$ cat config.mk
export PLATFORM = sky130hd
export DESIGN_NAME = stm_tick_timer
export DESIGN_NICKNAME = d
export VERILOG_FILES = /design/src/rtl/stm_pkg.sv /design/src/rtl/stm_counter.sv /design/src/rtl/stm_channel.sv /design/src/rtl/stm_tick_timer.sv
export SDC_FILE = /design/constraint.sdc
export NUM_CORES = 1
export LEC_CHECK = 0
export ABC_CLOCK_PERIOD_IN_PS = 3400
export BUFFER_PORTS_ARGS = -buffer_cell sky130_fd_sc_hd__buf_2
export CORE_MARGIN = 2
export CORE_UTILIZATION = 45
export DETAILED_ROUTE_END_ITERATION = 8
export HOLD_SLACK_MARGIN = 0.02
export PLACE_DENSITY_LB_ADDON = 0.25
export SLEW_MARGIN = 5
export SYNTH_ARGS = -nofsm -noshare
export SYNTH_HDL_FRONTEND = slang
export SYNTH_SLANG_ARGS = --single-unit
export TNS_END_PERCENT = 10
$ cat constraint.sdc
create_clock -name clk -period 3.4 [get_ports clk]
set_input_delay 0.51 -clock clk [delete_from_list [all_inputs] [get_ports clk]]
set_output_delay 0.51 -clock clk [all_outputs]
set_load 0.005 [all_outputs]
$ cat src/rtl/stm_pkg.sv
package stm_pkg;
  // Register address map
  localparam int unsigned ADDR_COUNT  = 0;
  localparam int unsigned ADDR_STATUS = 1;
  localparam int unsigned ADDR_ENABLE = 2;
  localparam int unsigned ADDR_MATCH0 = 4;
endpackage

$ cat src/rtl/stm_counter.sv
module stm_counter #(
  parameter int CNT_W = 32
) (
  input  logic             clk,
  input  logic             rst_n,
  input  logic             tick_en,
  input  logic             halt,
  input  logic             wr_en,
  input  logic [CNT_W-1:0] wr_data,
  output logic [CNT_W-1:0] count,
  output logic [CNT_W-1:0] count_nxt,
  output logic             adv
);
  function automatic logic [CNT_W-1:0] step_up(input logic [CNT_W-1:0] v);
    return v + CNT_W'(1);
  endfunction

  // An increment only counts when no software load competes with it
  assign adv       = tick_en && !halt && !wr_en;
  assign count_nxt = step_up(count);

  always_ff @(posedge clk or negedge rst_n) begin
    if (!rst_n)     count <= '0;
    else if (wr_en) count <= wr_data;
    else if (adv)   count <= count_nxt;
  end
endmodule

$ cat src/rtl/stm_channel.sv
module stm_channel #(
  parameter int CNT_W = 32
) (
  input  logic             clk,
  input  logic             rst_n,
  input  logic             adv,
  input  logic [CNT_W-1:0] count_nxt,
  input  logic             match_we,
  input  logic [CNT_W-1:0] match_wd,
  input  logic             clr,
  output logic [CNT_W-1:0] match,
  output logic             hit,
  output logic             status
);
  function automatic logic is_hit(input logic a,
                                  input logic [CNT_W-1:0] nv,
                                  input logic [CNT_W-1:0] mv);
    return a && (nv == mv);
  endfunction

  assign hit = is_hit(adv, count_nxt, match);

  always_ff @(posedge clk or negedge rst_n) begin
    if (!rst_n)        match <= '0;
    else if (match_we) match <= match_wd;
  end

  // Set wins over a clear in the same cycle
  always_ff @(posedge clk or negedge rst_n) begin
    if (!rst_n) status <= 1'b0;
    else        status <= (status && !clr) || hit;
  end
endmodule

$ cat src/rtl/stm_tick_timer.sv
module stm_tick_timer
  import stm_pkg::*;
#(
  parameter int CNT_W  = 32,
  parameter int N_CH   = 4,
  parameter int ADDR_W = 4
) (
  input  logic              clk,
  input  logic              rst_n,
  input  logic              tick_en,
  input  logic              dbg_halt,
  input  logic              reg_we,
  input  logic [ADDR_W-1:0] reg_addr,
  input  logic [CNT_W-1:0]  reg_wdata,
  output logic [CNT_W-1:0]  reg_rdata,
  output logic [N_CH-1:0]   irq
);
  localparam int FLAT_W = N_CH * CNT_W;

  logic              cnt_wr;
  logic              adv;
  logic [CNT_W-1:0]  count_q;
  logic [CNT_W-1:0]  count_nxt;
  logic [N_CH-1:0]   hit_vec;
  logic [N_CH-1:0]   status_q;
  logic [N_CH-1:0]   enable_q;
  logic [N_CH-1:0]   clr_vec;
  logic [CNT_W-1:0]  match_q [N_CH];
  logic [FLAT_W-1:0] match_flat;

  assign cnt_wr  = reg_we && (reg_addr == ADDR_W'(ADDR_COUNT));
  assign clr_vec = (reg_we && reg_addr == ADDR_W'(ADDR_STATUS)) ? reg_wdata[N_CH-1:0] : '0;

  stm_counter #(.CNT_W(CNT_W)) u_cnt (
    .clk       (clk),
    .rst_n     (rst_n),
    .tick_en   (tick_en),
    .halt      (dbg_halt),
    .wr_en     (cnt_wr),
    .wr_data   (reg_wdata),
    .count     (count_q),
    .count_nxt (count_nxt),
    .adv       (adv)
  );

  for (genvar g = 0; g < N_CH; g++) begin : g_ch
    stm_channel #(.CNT_W(CNT_W)) u_ch (
      .clk       (clk),
      .rst_n     (rst_n),
      .adv       (adv),
      .count_nxt (count_nxt),
      .match_we  (reg_we && reg_addr == ADDR_W'(ADDR_MATCH0 + g)),
      .match_wd  (reg_wdata),
      .clr       (clr_vec[g]),
      .match     (match_q[g]),
      .hit       (hit_vec[g]),
      .status    (status_q[g])
    );
    assign match_flat[g*CNT_W +: CNT_W] = match_q[g];
  end

  always_ff @(posedge clk or negedge rst_n) begin
    if (!rst_n) enable_q <= '0;
    else if (reg_we && reg_addr == ADDR_W'(ADDR_ENABLE)) enable_q <= reg_wdata[N_CH-1:0];
  end

  assign irq = status_q & enable_q;

  always_comb begin
    reg_rdata = '0;
    if (reg_addr == ADDR_W'(ADDR_COUNT))  reg_rdata = count_q;
    if (reg_addr == ADDR_W'(ADDR_STATUS)) reg_rdata[N_CH-1:0] = status_q;
    if (reg_addr == ADDR_W'(ADDR_ENABLE)) reg_rdata[N_CH-1:0] = enable_q;
    for (int i = 0; i < N_CH; i++)
      if (reg_addr == ADDR_W'(ADDR_MATCH0 + i)) reg_rdata = match_q[i];
  end
endmodule

### Yosys cells after proc, flatten, opt, wreduce, memory -nomap -nowiden

Index checks and enable logic that the tools add are counted.

* $add $sub $neg: 1
* reduce and logical (&&, ||, !) cells: 29
* bitwise logic cells: 1
* mux-type cells: 10
* eq/ne operators: 10

Operators with widths (count)
* 32-bit 2-to-1 mux: 7
* 32-bit == test: 4
* 32-bit by 1-bit adder with 32-bit output, second input constant: 1
* 1-bit logical AND: 17
* 4-bit by 3-bit == test with 1-bit output, second input constant: 4
* 4-bit 2-to-1 mux: 3
* 1-bit logical NOT: 6
* 4-bit bitwise AND: 1
* 4-bit by 1-bit == test with 1-bit output, second input constant: 1
* 4-bit by 2-bit == test with 1-bit output, second input constant: 1
* 4-bit logical NOT: 1
* 1-bit logical OR: 4
* 2-bit nonzero test: 1

* output and inout bits: 36
* flip-flop bits (word level): 168
* bits of input ports: 41

### Depth between registers and ports, before layout

* word-level depth: 8
* depth in mapped cells: 11

### Hierarchy

A second synthesis with hierarchy kept.

* cells, all modules: 993
* area total of the unflattened synthesis: 10371.2 µm²

By module, submodules not included
* stm_channel: cells each 115, instances 4, sequential area each 825.8 µm², area each 1579.0 µm²
* stm_counter: cells each 295, instances 1, sequential area each 800.8 µm², area each 2421.1 µm²
* stm_tick_timer: cells each 238, instances 1, sequential area each 100.1 µm², area each 1634.1 µm²

### Worst setup path before layout

OpenSTA, ideal clock, no wires.

* path type: flip-flop to flip-flop
* start: register u_cnt.count[9]
* end: register g_ch[2].u_ch.status
* path slack: 0.647 ns
* stages on the path, launching flop included: 10
* required time: 3.305 ns
* arrival: 2.657 ns
* period minus slack after synthesis: 2.753 ns
* path through: dfrtp_1 > buf_2 > nand4_2 > or4_1 > nor2_1 > xnor2_1 > a2bb2o_1 > a2111oi_0 > o2111ai_1 > o31ai_1

* longest elaborated chain between the ends: 4

RTL lines
* start, declared: line stm_counter.sv:10 `output logic [CNT_W-1:0] count,`
* start signal, assigned: line stm_counter.sv:24 `else if (wr_en) count <= wr_data;`
* start signal, assigned: line stm_counter.sv:25 `else if (adv) count <= count_nxt;`
* 32-bit by 1-bit adder with 32-bit output: line stm_counter.sv:15 `return v + CNT_W'(1);`
* 32-bit == test: line stm_channel.sv:18 `return a && (nv == mv);`
* 1-bit logical AND: line stm_channel.sv:18
* 1-bit logical OR: line stm_channel.sv:31 `else status <= (status && !clr) || hit;`
* end signal, assigned: line stm_channel.sv:31
* end, declared: line stm_channel.sv:13 `output logic status`

No other way between the ends.
A chain may end at the register's enable or synchronous reset.

### Worst setup path in the final report

* start: register u_cnt.count[6]
* end: register g_ch[2].u_ch.status

Same word-level chain as after synthesis.

==> flow_summary.ini <==
[status]
outcome = complete, no violations

[clock_network]
cts_sinks = 168
hold_buffers = 0
cts_resized = 0
clockBufferDepth = 2
cts_tree = yes
h-tree-depth = 4
insertion_delay_ns = 0.44
path_clk_slew_ns = 0.07
cts_root_buf = clkbuf_16
numCtsBuffers = 17
post-cts-setup-buffers = 0

[grt]
grt_first_pass_wirelength_mm = 58.6
antenna_found_initial = 2
gr-usage-all-layers_pct = 29.6
grt_pass1_vias = 9576
grt_overflow = 0
grt_max_degree = 72

[route]
drc = 0
routed_wirelength_mm = 38.0
num_vias = 9846
wl_per_cell_um = 23.8
via_per_inst = 6.17
ant_nets = 0
drtIter0Drc = 1004
drtPass1Iterations = 5

[placed_design]
dp_hpwl_mm = 28.3
portBuffers = 76
postPlaceCellArea_um2 = 12100
routabilityCongestion = 1.08
pre_cts_ws_ns = 0.0736
place_inst = 1564

[floorplanning]
start_util_pct = 45.8
die_area_um2 = 26000
fp.dieH_um = 161
pin_count = 77
core_um2 = 24300
die_w_um = 161
num_rows = 57

[timing]
fin_ws_ns = 0.155
finalSetupViolations = 0
slew_violations = 0
rsz0062_at_grt = false
hold_violations = 0
worst_slew_pin_slew_ns = 0.883
period_share_pct = 95.4
fin_tns_setup_ns = 0
slew_headroom_pct = 39.6
fin_hold_ws_ns = 0.0146
finalCriticalPeriod_ns = 3.25
fmax_mhz = 308
final.setup_skew_ns = 0.00889

[critical_path]
r2r_cells = 8
crit_chain = nand4_4 -> buf_4 -> or2_1 -> o21ai_0 -> o21ai_0 -> a2111oi_0 -> o2111ai_1 -> o31ai_1
path_class = flip-flop to flip-flop
cp-startpoint = u_cnt.count[6]
required_ns = 3.75
worstPathArrival_ns = 3.59
cp-end-kind = flip-flop
path_buf_inv = 1
cpPeakStageDelay_ns = 0.77
worstSetupPathDepth = 8
rr_startpoint = u_cnt.count[6]
startpoint_type = flip-flop
cp_max_fo = 9
path_common_cell = o21ai_0
slowest_stage = a2111oi_0
crit_family = compound AO/OA/AOI/OAI gates

[layout]
utilization_pct = 52.1
drive_gt1_share_pct = 24.8
layout.cells.non_filler = 1597
fin_nets = 1301
fin_area_um2 = 12700
areaGrowthSynthToFinish_pct = 13.7

[synth]
synth_edf_count = 0
avgSynthCellArea_um2 = 9.35
yosys_most_used_dff = dfrtp_1
yosys.cell_types.count = 68
ys_top_cells_by_area = dfrtp_1 38%, mux2_2 12%, xnor2_1 9.3%
syn-num-nets = 1234
synth_top_area_share_pct = 37.7
syn_inst = 1192
yosysTopAreaCell = dfrtp_1
yosysSeqAreaShare_pct = 37.7
async_flop_share_pct = 100
netlist_area_um2 = 11100
ys_ff_latch = 168
yosys_warnings = 0

[power]
power_mw = 7.92
power_density_nw_per_um2 = 625
ir_drop_uv = 291
p_leak_nw = 5.08

[min_path]
hold_class = primary input to asynchronous set/reset pin

[run]
drv_cap = 0
==> power breakdown <==
group / internal (mW) / switching [mW] / total (mW)
combinational: 1.28 / 1.56 / 2.84
sequential: 2.46 / 0.692 / 3.15
clock: 1.04 / 0.887 / 1.93
total: 4.78 / 3.14 / 7.92
==> logic make-up after synthesis <==
| family | share of synthesized area [%] |
|---|---|
| simple gates | 16.1 |
| compound gates | 16.0 |
| xor+xnor | 14.1 |
| flops | 37.7 |
| mux | 12.0 |
| buf+inv | 3.76 |
| fa+ha+maj | 0.202 |
==> worst reg2reg max path: cells and delay by family (launching register included) <==
kind | cells | cell delay (ns)
AO/OA/AOI/OAI | 5 | 1.75
flip-flops | 1 | 0.52
buffers and inverters | 1 | 0.25
AND/OR/NAND/NOR | 2 | 0.64
==> cell usage after synthesis, drive strengths merged, types with 29 or more instances <==
cell type / count
dfrtp: 168
nand2: 111
nor2: 79
a22oi: 58
nor3: 29
xor2: 60
a31oi: 33
buf: 30
clkbuf: 59
xnor2: 119
o21ai: 93
mux2: 116
==> metal layers <==
metal / global-route usage (%) / share of wire [%] / up-vias
met5: 0 / 0 / -
met1: 41.5 / 44 / 4888
met3: 5.80 / 7.7 / 75
met4: 11.2 / 3.4 / 0
met2: 45.4 / 45 / 446
li1: - / - / 4437
==> path summary, 6_finish.rpt <==
check | end | slack [ns]
setup / recovery | g_ch[2].u_ch.status | 0.15
hold / removal | g_ch[3].u_ch.match[1] | 0.01
setup reg to reg | g_ch[2].u_ch.status | 0.15
hold reg to reg | enable_q[3] | 0.52
max in group asynchronous | u_cnt.count[18] | 2.34
min in group clk | u_cnt.count[31] | 0.33
==> flip-flops by register name, summed over array words and instances, names as in the netlist <==
register / count
enable_q: 4
g_ch.u_ch.match: 128
g_ch.u_ch.status: 4
u_cnt.count: 32
==> cells in the final DEF, fill, tap and decap left out, types with 8 or more instances in the layout <==
| master | Yosys | layout |
|---|---|---|
| inv_1 | 12 | 12 |
| xnor2_1 | 118 | 118 |
| xor2_1 | 60 | 60 |
| nor3_1 | 26 | 25 |
| clkbuf_16 | 0 | 17 |
| nand2b_1 | 8 | 8 |
| a21oi_1 | 27 | 27 |
| a22oi_1 | 58 | 58 |
| and4_1 | 8 | 8 |
| o211ai_1 | 8 | 8 |
| mux2_2 | 116 | 116 |
| o21ai_0 | 93 | 93 |
| a2111oi_0 | 10 | 9 |
| dfrtp_1 | 168 | 168 |
| nand3_1 | 25 | 24 |
| a31oi_1 | 33 | 33 |
| o22ai_1 | 8 | 8 |
| nand2_1 | 110 | 106 |
| buf_4 | 2 | 57 |
| buf_2 | 20 | 75 |
| nor2_1 | 79 | 78 |
| and3_1 | 9 | 9 |
| nand4_1 | 21 | 21 |
| and2_1 | 10 | 10 |
==> layout make-up <==
| cell class | count | area, um^2 |
|---|---|---|
| clock buffers | 20 | 447 |
| multi-input cells | 923 | 6560 |
| flip-flops and latches | 168 | 4200 |
| fillers | 2292 | 11600 |
| well taps | 324 | 405 |
| inverters | 12 | 45.0 |
| clock inverters | 12 | 116 |
| diodes | 1 | 2.50 |
| repair buffers | 137 | 895 |
Note: power is estimated with default switching activity, not from simulation.
